--- config.mk ---
export PLATFORM = sky130hd
export DESIGN_NAME = core_irq_if
export DESIGN_NICKNAME = d
export VERILOG_FILES = /design/src/rtl/cif_pkg.sv /design/src/rtl/cif_pend_track.sv /design/src/rtl/cif_select.sv /design/src/rtl/cif_rpri_stack.sv /design/src/rtl/core_irq_if.sv
export SDC_FILE = /design/constraint.sdc
export NUM_CORES = 1
export LEC_CHECK = 0
export BUFFER_PORTS_ARGS = -buffer_cell sky130_fd_sc_hd__buf_2
export CELL_PAD_IN_SITES_DETAIL_PLACEMENT = 1
export CELL_PAD_IN_SITES_GLOBAL_PLACEMENT = 2
export CORE_ASPECT_RATIO = 1.75
export CORE_MARGIN = 5
export CORE_UTILIZATION = 38
export CTS_CLUSTER_DIAMETER = 150
export DETAILED_ROUTE_END_ITERATION = 8
export PLACE_DENSITY_LB_ADDON = 0.1
export SYNTH_ARGS = -nofsm -noshare
export SYNTH_HDL_FRONTEND = slang
export SYNTH_SLANG_ARGS = --single-unit
--- constraint.sdc ---
create_clock -name clk -period 65.2 [get_ports clk]
set_clock_uncertainty 0.1 [all_clocks]
set_input_delay 9.78 -clock clk [delete_from_list [all_inputs] [get_ports clk]]
set_output_delay 9.78 -clock clk [all_outputs]
set_load 0.02 [all_outputs]
--- src/rtl/cif_pkg.sv ---
package cif_pkg;
  localparam int ID_W   = 10;
  localparam int CORE_W = 3;
  localparam int PRIO_W = 8;
  localparam logic [31:0] SPUR_WORD = 32'd1023;

  typedef enum logic [2:0] {
    REG_CTRL   = 3'd0,
    REG_PMASK  = 3'd1,
    REG_ACK    = 3'd2,
    REG_EOI    = 3'd3,
    REG_RUNPRI = 3'd4,
    REG_HIPEND = 3'd5
  } reg_sel_e;
endpackage

--- src/rtl/cif_pend_track.sv ---
module cif_pend_track #(
  parameter int N_SRC = 8,
  parameter int N_SGI = 2
) (
  input  logic             clk,
  input  logic             rst_n,
  input  logic [N_SRC-1:0] req,
  input  logic [N_SRC-1:0] edge_mode,
  input  logic [N_SRC-1:0] take_clr,
  output logic [N_SRC-1:0] pend
);
  logic [N_SRC-1:0] req_q;
  logic [N_SRC-1:0] latch_q, latch_n;
  logic [N_SRC-1:0] use_edge;

  // rising edge sets, a claim clears; a new edge in the claim cycle wins
  assign latch_n = (latch_q & ~take_clr) | (req & ~req_q);

  for (genvar i = 0; i < N_SRC; i++) begin : g_src
    localparam bit IS_SGI = (i < N_SGI);
    assign use_edge[i] = edge_mode[i] | IS_SGI;
    assign pend[i]     = use_edge[i] ? latch_q[i] : req[i];
  end

  always_ff @(posedge clk or negedge rst_n) begin
    if (!rst_n) begin
      req_q   <= '0;
      latch_q <= '0;
    end else begin
      req_q   <= req;
      latch_q <= latch_n;
    end
  end
endmodule

--- src/rtl/cif_select.sv ---
module cif_select #(
  parameter int N_SRC = 8,
  parameter int SRC_W = 3
) (
  input  logic [N_SRC-1:0]   cand,
  input  logic [N_SRC*8-1:0] prio,
  output logic               found,
  output logic [SRC_W-1:0]   win_id,
  output logic [7:0]         win_prio
);
  // strict compare keeps the lower index on equal priority values
  always_comb begin
    found    = 1'b0;
    win_id   = '0;
    win_prio = 8'hFF;
    for (int i = 0; i < N_SRC; i++) begin
      if (cand[i] && (!found || (prio[i*8 +: 8] < win_prio))) begin
        found    = 1'b1;
        win_id   = SRC_W'(i);
        win_prio = prio[i*8 +: 8];
      end
    end
  end
endmodule

--- src/rtl/cif_rpri_stack.sv ---
module cif_rpri_stack #(
  parameter int DEPTH = 8,
  parameter int SP_W  = 4
) (
  input  logic            clk,
  input  logic            rst_n,
  input  logic            push,
  input  logic            pop,
  input  logic [7:0]      push_prio,
  output logic [7:0]      top_prio,
  output logic [SP_W-1:0] depth
);
  logic [7:0]      slot_q [DEPTH];
  logic [7:0]      slot_n [DEPTH];
  logic [SP_W-1:0] sp_q, sp_n;

  always_comb begin
    slot_n = slot_q;
    sp_n   = sp_q;
    if (push && (sp_q < SP_W'(DEPTH))) begin
      for (int i = 0; i < DEPTH; i++) begin
        if (SP_W'(i) == sp_q) slot_n[i] = push_prio;
      end
      sp_n = sp_q + 1'b1;
    end else if (pop && (sp_q != '0)) begin
      sp_n = sp_q - 1'b1;
    end
  end

  always_comb begin
    top_prio = 8'hFF;
    for (int i = 0; i < DEPTH; i++) begin
      if (SP_W'(i + 1) == sp_q) top_prio = slot_q[i];
    end
  end

  assign depth = sp_q;

  always_ff @(posedge clk or negedge rst_n) begin
    if (!rst_n) sp_q <= '0;
    else        sp_q <= sp_n;
  end

  always_ff @(posedge clk) begin
    if (push) slot_q <= slot_n;
  end
endmodule

--- src/rtl/core_irq_if.sv ---
module core_irq_if
  import cif_pkg::*;
#(
  parameter int N_SRC = 8,
  parameter int N_SGI = 2
) (
  input  logic               clk,
  input  logic               rst_n,
  input  logic [N_SRC-1:0]   irq_req,
  input  logic [N_SRC-1:0]   edge_mode,
  input  logic [N_SRC*8-1:0] src_prio,
  input  logic [N_SGI*3-1:0] sgi_core,
  input  logic [2:0]         reg_addr,
  input  logic               reg_wr,
  input  logic [31:0]        reg_wdata,
  input  logic               reg_rd,
  output logic [31:0]        reg_rdata,
  output logic               irq_o
);
  localparam int SRC_W = (N_SRC > 1) ? $clog2(N_SRC) : 1;
  localparam int SP_W  = $clog2(N_SRC + 1);

  logic [1:0] rst_pipe_q;
  logic       rst_sn;

  always_ff @(posedge clk or negedge rst_n) begin
    if (!rst_n) rst_pipe_q <= 2'b00;
    else        rst_pipe_q <= {rst_pipe_q[0], 1'b1};
  end
  assign rst_sn = rst_pipe_q[1];

  logic             ctrl_en_q, ctrl_en_n;
  logic [7:0]       pmask_q, pmask_n;
  logic [N_SRC-1:0] active_q, active_n;
  logic [31:0]      rdata_q, rdata_n;

  logic [N_SRC-1:0]  pend, cand, take_clr;
  logic              found;
  logic [SRC_W-1:0]  win_id;
  logic [7:0]        win_prio, run_pri;
  logic [SP_W-1:0]   depth;
  logic [CORE_W-1:0] win_core;
  logic [ID_W-1:0]   win_id_ext;
  logic [31:0]       win_word, hipend_word;
  logic              rd_go, ack_rd, take, eoi_wr, eoi_hit, qualify;
  logic [ID_W-1:0]   eoi_id;
  logic [SRC_W-1:0]  eoi_idx;
  logic              unused_bits;

  cif_pend_track #(.N_SRC(N_SRC), .N_SGI(N_SGI)) u_pend (
    .clk(clk), .rst_n(rst_sn), .req(irq_req), .edge_mode(edge_mode),
    .take_clr(take_clr), .pend(pend)
  );

  assign cand = pend & ~active_q;

  cif_select #(.N_SRC(N_SRC), .SRC_W(SRC_W)) u_sel (
    .cand(cand), .prio(src_prio), .found(found),
    .win_id(win_id), .win_prio(win_prio)
  );

  cif_rpri_stack #(.DEPTH(N_SRC), .SP_W(SP_W)) u_stack (
    .clk(clk), .rst_n(rst_sn), .push(take), .pop(eoi_hit),
    .push_prio(win_prio), .top_prio(run_pri), .depth(depth)
  );

  assign qualify = ctrl_en_q & found & (win_prio < pmask_q) & (win_prio < run_pri);
  assign irq_o   = qualify;

  always_comb begin
    win_core = '0;
    for (int s = 0; s < N_SGI; s++) begin
      if (win_id == SRC_W'(s)) win_core = sgi_core[s*CORE_W +: CORE_W];
    end
  end

  assign win_id_ext  = ID_W'(win_id);
  assign win_word    = {{(32-CORE_W-ID_W){1'b0}}, win_core, win_id_ext};
  assign hipend_word = found ? win_word : SPUR_WORD;

  assign rd_go   = reg_rd & ~reg_wr;
  assign ack_rd  = rd_go && (reg_addr == REG_ACK);
  assign take    = ack_rd & qualify;
  assign eoi_wr  = reg_wr && (reg_addr == REG_EOI);
  assign eoi_id  = reg_wdata[ID_W-1:0];
  assign eoi_idx = eoi_id[SRC_W-1:0];
  assign eoi_hit = eoi_wr && (eoi_id < ID_W'(N_SRC)) && active_q[eoi_idx];

  assign unused_bits = ^{reg_wdata[31:ID_W], depth};

  always_comb begin
    take_clr = '0;
    if (take) take_clr[win_id] = 1'b1;
  end

  always_comb begin
    ctrl_en_n = ctrl_en_q;
    pmask_n   = pmask_q;
    active_n  = active_q;
    rdata_n   = rdata_q;
    if (reg_wr) begin
      case (reg_sel_e'(reg_addr))
        REG_CTRL:  ctrl_en_n = reg_wdata[0];
        REG_PMASK: pmask_n   = reg_wdata[7:0];
        default:   ;
      endcase
    end
    if (take)    active_n[win_id]  = 1'b1;
    if (eoi_hit) active_n[eoi_idx] = 1'b0;
    if (rd_go) begin
      case (reg_sel_e'(reg_addr))
        REG_CTRL:   rdata_n = {31'd0, ctrl_en_q};
        REG_PMASK:  rdata_n = {24'd0, pmask_q};
        REG_ACK:    rdata_n = qualify ? win_word : SPUR_WORD;
        REG_RUNPRI: rdata_n = {24'd0, run_pri};
        REG_HIPEND: rdata_n = hipend_word;
        default:    rdata_n = 32'd0;
      endcase
    end
  end

  always_ff @(posedge clk or negedge rst_sn) begin
    if (!rst_sn) begin
      ctrl_en_q <= 1'b0;
      pmask_q   <= 8'h00;
      active_q  <= '0;
      rdata_q   <= '0;
    end else begin
      ctrl_en_q <= ctrl_en_n;
      pmask_q   <= pmask_n;
      active_q  <= active_n;
      rdata_q   <= rdata_n;
    end
  end

  assign reg_rdata = rdata_q;
endmodule

==> flow_metrics.tcl, run 1 <==
set metrics [dict create \
    hpwl_mm 22.68 \
    ys_ff_latch 115 \
    nFillCells 2505 \
    cts_hold_buf 0 \
    final_common_cell "buf_2" \
    cts_setup_buffers 0 \
    via_per_inst 5.547 \
    routedWlPerCell_um 21.58 \
    core_area_um2 21500 \
    synth_edf_count 64 \
    ys_seq_area_share_pct 38.48 \
    port_buffers 114 \
    critPathArrivalTime_ns 27.69 \
    postSynthAreaPerCell_um2 9.587 \
    ant_nets 0 \
    final_cells 1278 \
    worst_slew_pin_slew_ns 1.153 \
    crit_top_cell "a21oi_1" \
    drtIter0Drc 262 \
    cts_tree "yes" \
    fp.dieW_um 121.8 \
    p_per_area_nw_per_um2 33.92 \
    start_kind "primary input" \
    final-setup-viol-count 0 \
    ff2ff_setup_slack_ns 45.42 \
    dr.pass1.iters 4 \
    grt_overflow_total 0 \
    relSlewSlack_pct 23.12 \
    drt_wl_total_mm 27.58 \
    layout_common_cells "buf_2, nor2_1, o21ai_0, nand2_1, inv_1" \
    finalMaxSlewViolations 0 \
    fin_ws_ns 27.63 \
    synth_flop_cell "edfxtp_1" \
    cpPeakStageDelay_ns 0.92 \
    critPathTopFamily "compound AO/OA/AOI/OAI gates" \
    clk_path_buf_depth 2 \
    vias 7089 \
    clkSinkCount 115 \
    holdCritPathClass "flop to flop" \
    async_flop_share_pct 44.35 \
    worstPathRequired_ns 55.32 \
    slowest_stage "a21oi_1" \
    start_util_pct 38.66 \
    ys_warn_count 0 \
    gp_congestion 0.8638 \
    num_antenna_cells 0 \
    rsz0062_at_grt "no" \
    placed_cells 1246 \
    io_pins 158 \
    grtUsageTotal_pct 22.35 \
    post-route-period-util_pct 57.62 \
    crit_buf_inv 10 \
    clock_latency_ns 0.42 \
    drive_gt1_share_pct 22.01 \
    preCtsSetupSlack_ns 27.54 \
    path_clk_slew_ns 0.06 \
    path_max_fanout 17 \
    irDropWorstVdd_uv 23.92 \
    die-area_um2 25050 \
    synth_area_um2 8312 \
    antenna_found_initial 0 \
    worst-setup-path-type "primary input to output pin" \
    period_minus_slack_ns 37.57 \
    tns_ns 0 \
    p_leak_nw 4.142 \
    htree_levels 4 \
    max-cap-violations 0 \
    end_kind "output pin" \
    finalHoldViolCount 0 \
    synthCells 867 \
    ys_types 95 \
    placementRows 71 \
    finalNetCount 1153 \
    clockRootBuffer "clkbuf_16" \
    area_delta_synth_final_pct 16.35 \
    max_freq_mhz 26.62 \
    grt_pass1_vias 8027 \
    outcome "finished clean" \
    grt_max_degree 50 \
    drcViolationCount 0 \
    grt_pass1_wl_mm 42.57 \
    cts_made_buffers 17 \
    ctsResizeCount 0 \
    die_h_um 205.6 \
]
registers in the layout, summed over array words and instances (netlist names):
register and count:
u_stack.slot_q 64, u_stack.depth 4, rst_pipe_q 2, active_q 8, pmask_q 8, ctrl_en_q 1, reg_rdata 12, u_pend.latch_q 8
u_pend.req_q 8
cells by family after synthesis:
| family | after synthesis | share of synthesized area (%) |
|---|---|---|
| other cells | 2 | 0.09035 |
| mux | 57 | 8.957 |
| compound gates | 253 | 21.33 |
| buf+inv | 123 | 6.924 |
| xor+xnor | 3 | 0.4065 |
| flops | 115 | 38.48 |
| simple gates | 257 | 15.29 |
| fa+ha+maj | 57 | 8.520 |
final cells by class:
cell class / instances / area, um^2 / share of cell area (%)
timing repair buffer: 123 / 638.1 / 6.599
clock buffer: 19 / 442.9 / 4.580
inverter: 69 / 259.0 / 2.678
sequential: 115 / 3199 / 33.08
clock inverter: 13 / 160.2 / 1.656
multi-input combinational: 647 / 4606 / 47.63
tap: 292 / 365.4 / 3.778
layer usage:
metal	wire, um	track usage [%]
met5	0	0
met1	8949	19.51
met2	16960	47.59
met3	582	2.970
met4	1088	10.26
report_power, final:
part           switching, W  internal (W)
clock             0.0000341     0.0000608
sequential       0.00000359     0.0000893
combinational     0.0000905     0.0000497
worst paths after layout:
check	from	depth (start not counted)	endpoint
min in group asynchronous	rst_pipe_q[1]	1	u_stack.depth[0]
min reg2reg	rst_pipe_q[0]	0	rst_pipe_q[1]
max reg2reg	active_q[0]	76	u_stack.slot_q[1]
max in group asynchronous	rst_n	1	rst_pipe_q[1]
min	rst_pipe_q[0]	0	rst_pipe_q[1]
max	src_prio[2]	75	irq_o
metrics by stage:
step,util (%),instance area (um^2),hold slack (ns),total power [W]
floorplan,-,8379,0.2312,0.0001878
global placement,42.18,9067,0.2396,0.0002279
detailed placement,42.18,9067,0.2458,0.0002356
CTS,44.98,9671,0.2525,0.0003319
global route,44.98,9671,0.2702,0.0003491
finish,44.98,9671,0.2548,0.0003280
cell usage after synthesis (all sizes together) (4+ instances only):
library cell | instances | area share (%)
a211oi | 6 | 0.60
a21o | 11 | 0.99
a21oi | 45 | 2.7
a22o | 7 | 0.74
a22oi | 7 | 0.69
a31o | 4 | 0.42
a31oi | 10 | 0.75
a41oi | 4 | 0.51
and2 | 11 | 0.83
and3 | 5 | 0.38
buf | 28 | 2.6
clkbuf | 26 | 1.2
dfrtp | 51 | 15
edfxtp | 64 | 23
ha | 55 | 8.3
inv | 68 | 3.1
mux2 | 23 | 3.2
mux2i | 24 | 3.1
mux4 | 10 | 2.7
nand2 | 72 | 3.3
nand2b | 8 | 0.69
nand3 | 16 | 1.1
nand4 | 15 | 1.1
nor2 | 77 | 3.5
nor2b | 7 | 0.53
nor3 | 16 | 1.1
nor4 | 5 | 0.38
o2111ai | 4 | 0.42
o211a | 4 | 0.48
o211ai | 8 | 0.89
o21a | 8 | 0.81
o21ai | 76 | 4.8
o221ai | 4 | 0.50
o22ai | 13 | 0.98
o31a | 4 | 0.42
or3 | 6 | 0.45
worst reg2reg max path, delay by kind of cell (launching register included):
kind                       cells  cell delay (ns)
adders and majority gates      8             2.39
DFF                            1             0.44
AOI/OAI and AO/OA             41             9.80
buffers and inverters          7             0.77
muxes                          4             1.49
and+or+nand+nor               16             4.42
(Power assumes the default switching activity.)
==> run 2: changes to the inputs <==
Settings changed: CORE_UTILIZATION 38 to 32.
Clock period 65.2 ns to 31.5 ns, I/O delays scaled along.
==> flow_metrics.tcl, run 2 (same netlist as run 1, synthesis figures left out) <==
set metrics [dict create \
    clock_latency_ns 0.43 \
    drcViolationCount 0 \
    cpPeakStageDelay_ns 0.84 \
    preCtsSetupSlack_ns 3.586 \
    grtUsageTotal_pct 18.64 \
    core_area_um2 25760 \
    crit_buf_inv 9 \
    worst_slew_pin_slew_ns 1.059 \
    htree_levels 4 \
    num_antenna_cells 0 \
    start_util_pct 32.26 \
    final_common_cell "buf_2" \
    die-area_um2 29420 \
    die_h_um 223.2 \
    ff2ff_setup_slack_ns 11.61 \
    routedWlPerCell_um 21.14 \
    hpwl_mm 22.77 \
    holdCritPathClass "flop to flop" \
    worst-setup-path-type "primary input to output pin" \
    io_pins 158 \
    final_cells 1309 \
    cts_setup_buffers 0 \
    cts_made_buffers 17 \
    outcome "finished clean" \
    drtIter0Drc 162 \
    path_max_fanout 17 \
    grt_overflow_total 0 \
    cts_hold_buf 0 \
    area_delta_synth_final_pct 17.19 \
    port_buffers 114 \
    worstPathRequired_ns 26.68 \
    grt_pass1_wl_mm 42.48 \
    final-setup-viol-count 0 \
    drive_gt1_share_pct 21.94 \
    end_kind "output pin" \
    placementRows 78 \
    max-cap-violations 0 \
    irDropWorstVdd_uv 69.77 \
    layout_common_cells "buf_2, nor2_1, o21ai_0, nand2_1, inv_1" \
    ctsResizeCount 0 \
    fin_ws_ns 3.923 \
    rsz0062_at_grt "no" \
    antenna_found_initial 1 \
    cts_tree "yes" \
    start_kind "primary input" \
    path_clk_slew_ns 0.05 \
    placed_cells 1277 \
    clkSinkCount 115 \
    p_per_area_nw_per_um2 69.74 \
    post-route-period-util_pct 87.55 \
    finalMaxSlewViolations 0 \
    via_per_inst 5.339 \
    final_core_util_pct 37.81 \
    vias 6989 \
    ant_nets 0 \
    largest_register "u_stack.slot_q" \
    critPathArrivalTime_ns 22.75 \
    finalNetCount 1156 \
    clockRootBuffer "clkbuf_16" \
    slowest_stage "mux2i_1" \
    grt_pass1_vias 7514 \
    dr.pass1.iters 4 \
    max_freq_mhz 36.26 \
    clk_path_buf_depth 2 \
    fp.dieW_um 131.8 \
    tns_ns 0 \
    grt_max_degree 50 \
    critPathTopFamily "compound AO/OA/AOI/OAI gates" \
    drt_wl_total_mm 27.68 \
    gp_congestion 0.8145 \
    period_minus_slack_ns 27.58 \
    finalHoldViolCount 0 \
    relSlewSlack_pct 27.39 \
    p_leak_nw 4.169 \
    largest_reg_flops 64 \
]
==> run 2: where the power goes <==
part	switching, W	leakage [nW]	total, W	internal (W)
Combinational	0.000182	2.69	0.000285	0.000103
Sequential	0.00000750	1.18	0.000192	0.000185
Clock	0.0000707	0.293	0.000202	0.000132
==> run 2: path summary, 6_finish.rpt <==
| check | from | endpoint | depth (start not counted) |
|---|---|---|---|
| setup / recovery | src_prio[2] | irq_o | 73 |
| hold / removal | rst_pipe_q[0] | rst_pipe_q[1] | 0 |
| setup reg to reg | active_q[0] | u_stack.slot_q[14] | 74 |
| hold reg to reg | rst_pipe_q[0] | rst_pipe_q[1] | 0 |
| max in group asynchronous | rst_n | rst_pipe_q[1] | 1 |
| min in group asynchronous | rst_pipe_q[1] | reg_rdata[11] | 1 |
==> run 2: stage by stage <==
stage          area [um^2]  power [W]  hold slack, ns
6_report              9741  0.0006793          0.2493
3_3_place_gp          9125  0.0004857          0.2421
3_5_place_dp          9125  0.0004888          0.2410
5_1_grt               9741  0.0007265          0.2552
2_1_floorplan         8379  0.0003886          0.2312
4_1_cts               9741  0.0006940          0.2535
==> run 2: metal layers <==
metal  vias up  GRT usage, %  part of all wire, %
li1       3406             -                    -
met1      3446         17.28                   34
met2       101         39.67                   61
met3        34         3.204                  2.4
met4         2         5.646                  2.2
met5         -             0                0.025
==> run 2: worst reg2reg max path, delay by kind of cell, from the launching register on <==
| kind | cells | cell delay [ns] |
|---|---|---|
| multiplexers | 5 | 2.36 |
| AND/OR/NAND/NOR | 15 | 4.29 |
| buffers and inverters | 6 | 0.52 |
| AO/OA/AOI/OAI | 40 | 9.45 |
| adder cells (fa/ha/maj) | 8 | 2.37 |
| flip-flops | 1 | 0.44 |
==> run 2: layout make-up <==
class                      count  area (um^2)
clock buffer                  18        429.2
clock inverter                14        186.4
fill                        2956        16020
inverter                      69        259.0
multi-input combinational    647         4606
sequential                   115         3199
tap                          320        400.4
timing repair buffer         126        660.6
==> run 3: changes to the inputs <==
Settings changed: REMOVE_ABC_BUFFERS from default to 1.
==> flow_metrics.tcl, run 3 (same netlist as run 1, synthesis figures left out) <==
set metrics [dict create \
    worst-setup-path-type "primary input to output pin" \
    antenna_found_initial 2 \
    cts_setup_buffers 0 \
    worstPathRequired_ns 26.68 \
    critPathArrivalTime_ns 22.23 \
    finalMaxSlewViolations 0 \
    clkSinkCount 115 \
    worst_slew_pin_slew_ns 1.088 \
    irDropWorstVdd_uv 33.52 \
    p_leak_nw 4.143 \
    end_kind "output pin" \
    clockRootBuffer "clkbuf_16" \
    drive_gt1_share_pct 21.86 \
    start_util_pct 32.26 \
    cts_tree "yes" \
    relSlewSlack_pct 26.84 \
    grtUsageTotal_pct 18.94 \
    period_minus_slack_ns 27.06 \
    cts_hold_buf 0 \
    holdCritPathClass "flop to flop" \
    fp.dieW_um 131.8 \
    largest_reg_flops 64 \
    ctsResizeCount 0 \
    max-cap-violations 0 \
    post-route-period-util_pct 85.90 \
    die-area_um2 29420 \
    vias 6995 \
    grt_pass1_vias 7708 \
    cts_made_buffers 17 \
    layout_common_cells "buf_2, nor2_1, o21ai_0, nand2_1, inv_1" \
    rsz0062_at_grt "no" \
    crit_top_cell "a21oi_1" \
    routedWlPerCell_um 21.00 \
    hpwl_mm 22.47 \
    area_delta_synth_final_pct 16.83 \
    finalHoldViolCount 0 \
    die_h_um 223.2 \
    largest_register "u_stack.slot_q" \
    clk_path_buf_depth 2 \
    preCtsSetupSlack_ns 4.150 \
    grt_pass1_wl_mm 43.21 \
    placementRows 78 \
    dpl-instance-area_um2 9130 \
    p_per_area_nw_per_um2 69.03 \
    ant_nets 0 \
    finalNetCount 1155 \
    drt_wl_total_mm 27.51 \
    gp_congestion 0.7979 \
    finalPower_w 0.0006704 \
    path_max_fanout 17 \
    fin_ws_ns 4.441 \
    via_per_inst 5.340 \
    fin_area_um2 9711 \
    io_pins 158 \
    port_buffers 114 \
    grt_max_degree 50 \
    final_common_cell "buf_2" \
    start_kind "primary input" \
    drcViolationCount 0 \
    max_freq_mhz 36.96 \
    drtIter0Drc 209 \
    final-setup-viol-count 0 \
    grt_overflow_total 0 \
    cpPeakStageDelay_ns 0.77 \
    slowest_stage "a21oi_1" \
    clock_latency_ns 0.43 \
    tns_ns 0 \
    outcome "finished clean" \
    path_clk_slew_ns 0.05 \
    htree_levels 4 \
    core_area_um2 25760 \
    dr.pass1.iters 6 \
]
-- run 3: cell types whose count changed in the layout (fill, tap and decap cells not counted), sizes merged --
cell | previous run | this run
clkinv | 8 | 7
clkbuf | 18 | 20
clkinvlp | 2 | 3
buf | 126 | 125
diode | 0 | 2
inv | 69 | 68
bufinv | 4 | 3
-- run 3: power breakdown --
part	leakage, nW	total, W	switching (W)	internal (W)
sequential	1.18	0.000192	0.00000734	0.000185
combinational	2.69	0.000287	0.000183	0.000104
clock	0.272	0.000191	0.0000687	0.000123
total	4.14	0.000670	0.000259	0.000411
-- run 3: path summary, 6_finish.rpt --
path | start | to | slack, ns | depth (start not counted)
worst max-delay path | src_prio[2] | irq_o | 4.44 | 73
worst min-delay path | rst_pipe_q[0] | rst_pipe_q[1] | 0.25 | 0
worst max register to register | active_q[0] | u_stack.slot_q[7] | 12.10 | 74
worst min register to register | rst_pipe_q[0] | rst_pipe_q[1] | 0.25 | 0
max in group asynchronous | rst_n | rst_pipe_q[1] | 27.21 | 1
min in group asynchronous | rst_pipe_q[1] | u_stack.depth[0] | 0.28 | 1
-- run 3: worst max-delay path: cells and delay by family --
family	cells	cell delay, ns
adders and majority gates	7	1.97
and+or+nand+nor	11	2.83
muxes	4	1.54
AOI/OAI and AO/OA	40	9.73
xor gates and xnor gates	1	0.22
buffers and inverters	10	1.16
-- run 3: routing by layer --
| layer | track usage, % | part of all wire (%) |
|---|---|---|
| met1 | 17.51 | 34 |
| met2 | 39.35 | 61 |
| met3 | 3.272 | 2.2 |
| met4 | 7.805 | 3.4 |
| met5 | 0 | 0 |
-- run 3: cell type report --
type                            instances  area [um^2]
Fill cell                            3050        16050
Multi-Input combinational cell        647         4618
Sequential cell                       115         3199
Timing Repair Buffer                  125        653.1
Clock buffer                           20        436.7
Tap cell                              320        400.4
Inverter                               69        259.0
Clock inverter                         12        138.9
Antenna cell                            2        5.005
-- run 3: per-stage QoR --
step | cells | util (%) | hold slack [ns]
2_1_floorplan | 831 | - | 0.2312
3_3_place_gp | 1276 | 35.44 | 0.2376
3_5_place_dp | 1276 | 35.44 | 0.2404
4_1_cts | 1308 | 37.67 | 0.2518
5_1_grt | 1310 | 37.69 | 0.2639
6_report | 1310 | 37.69 | 0.2506
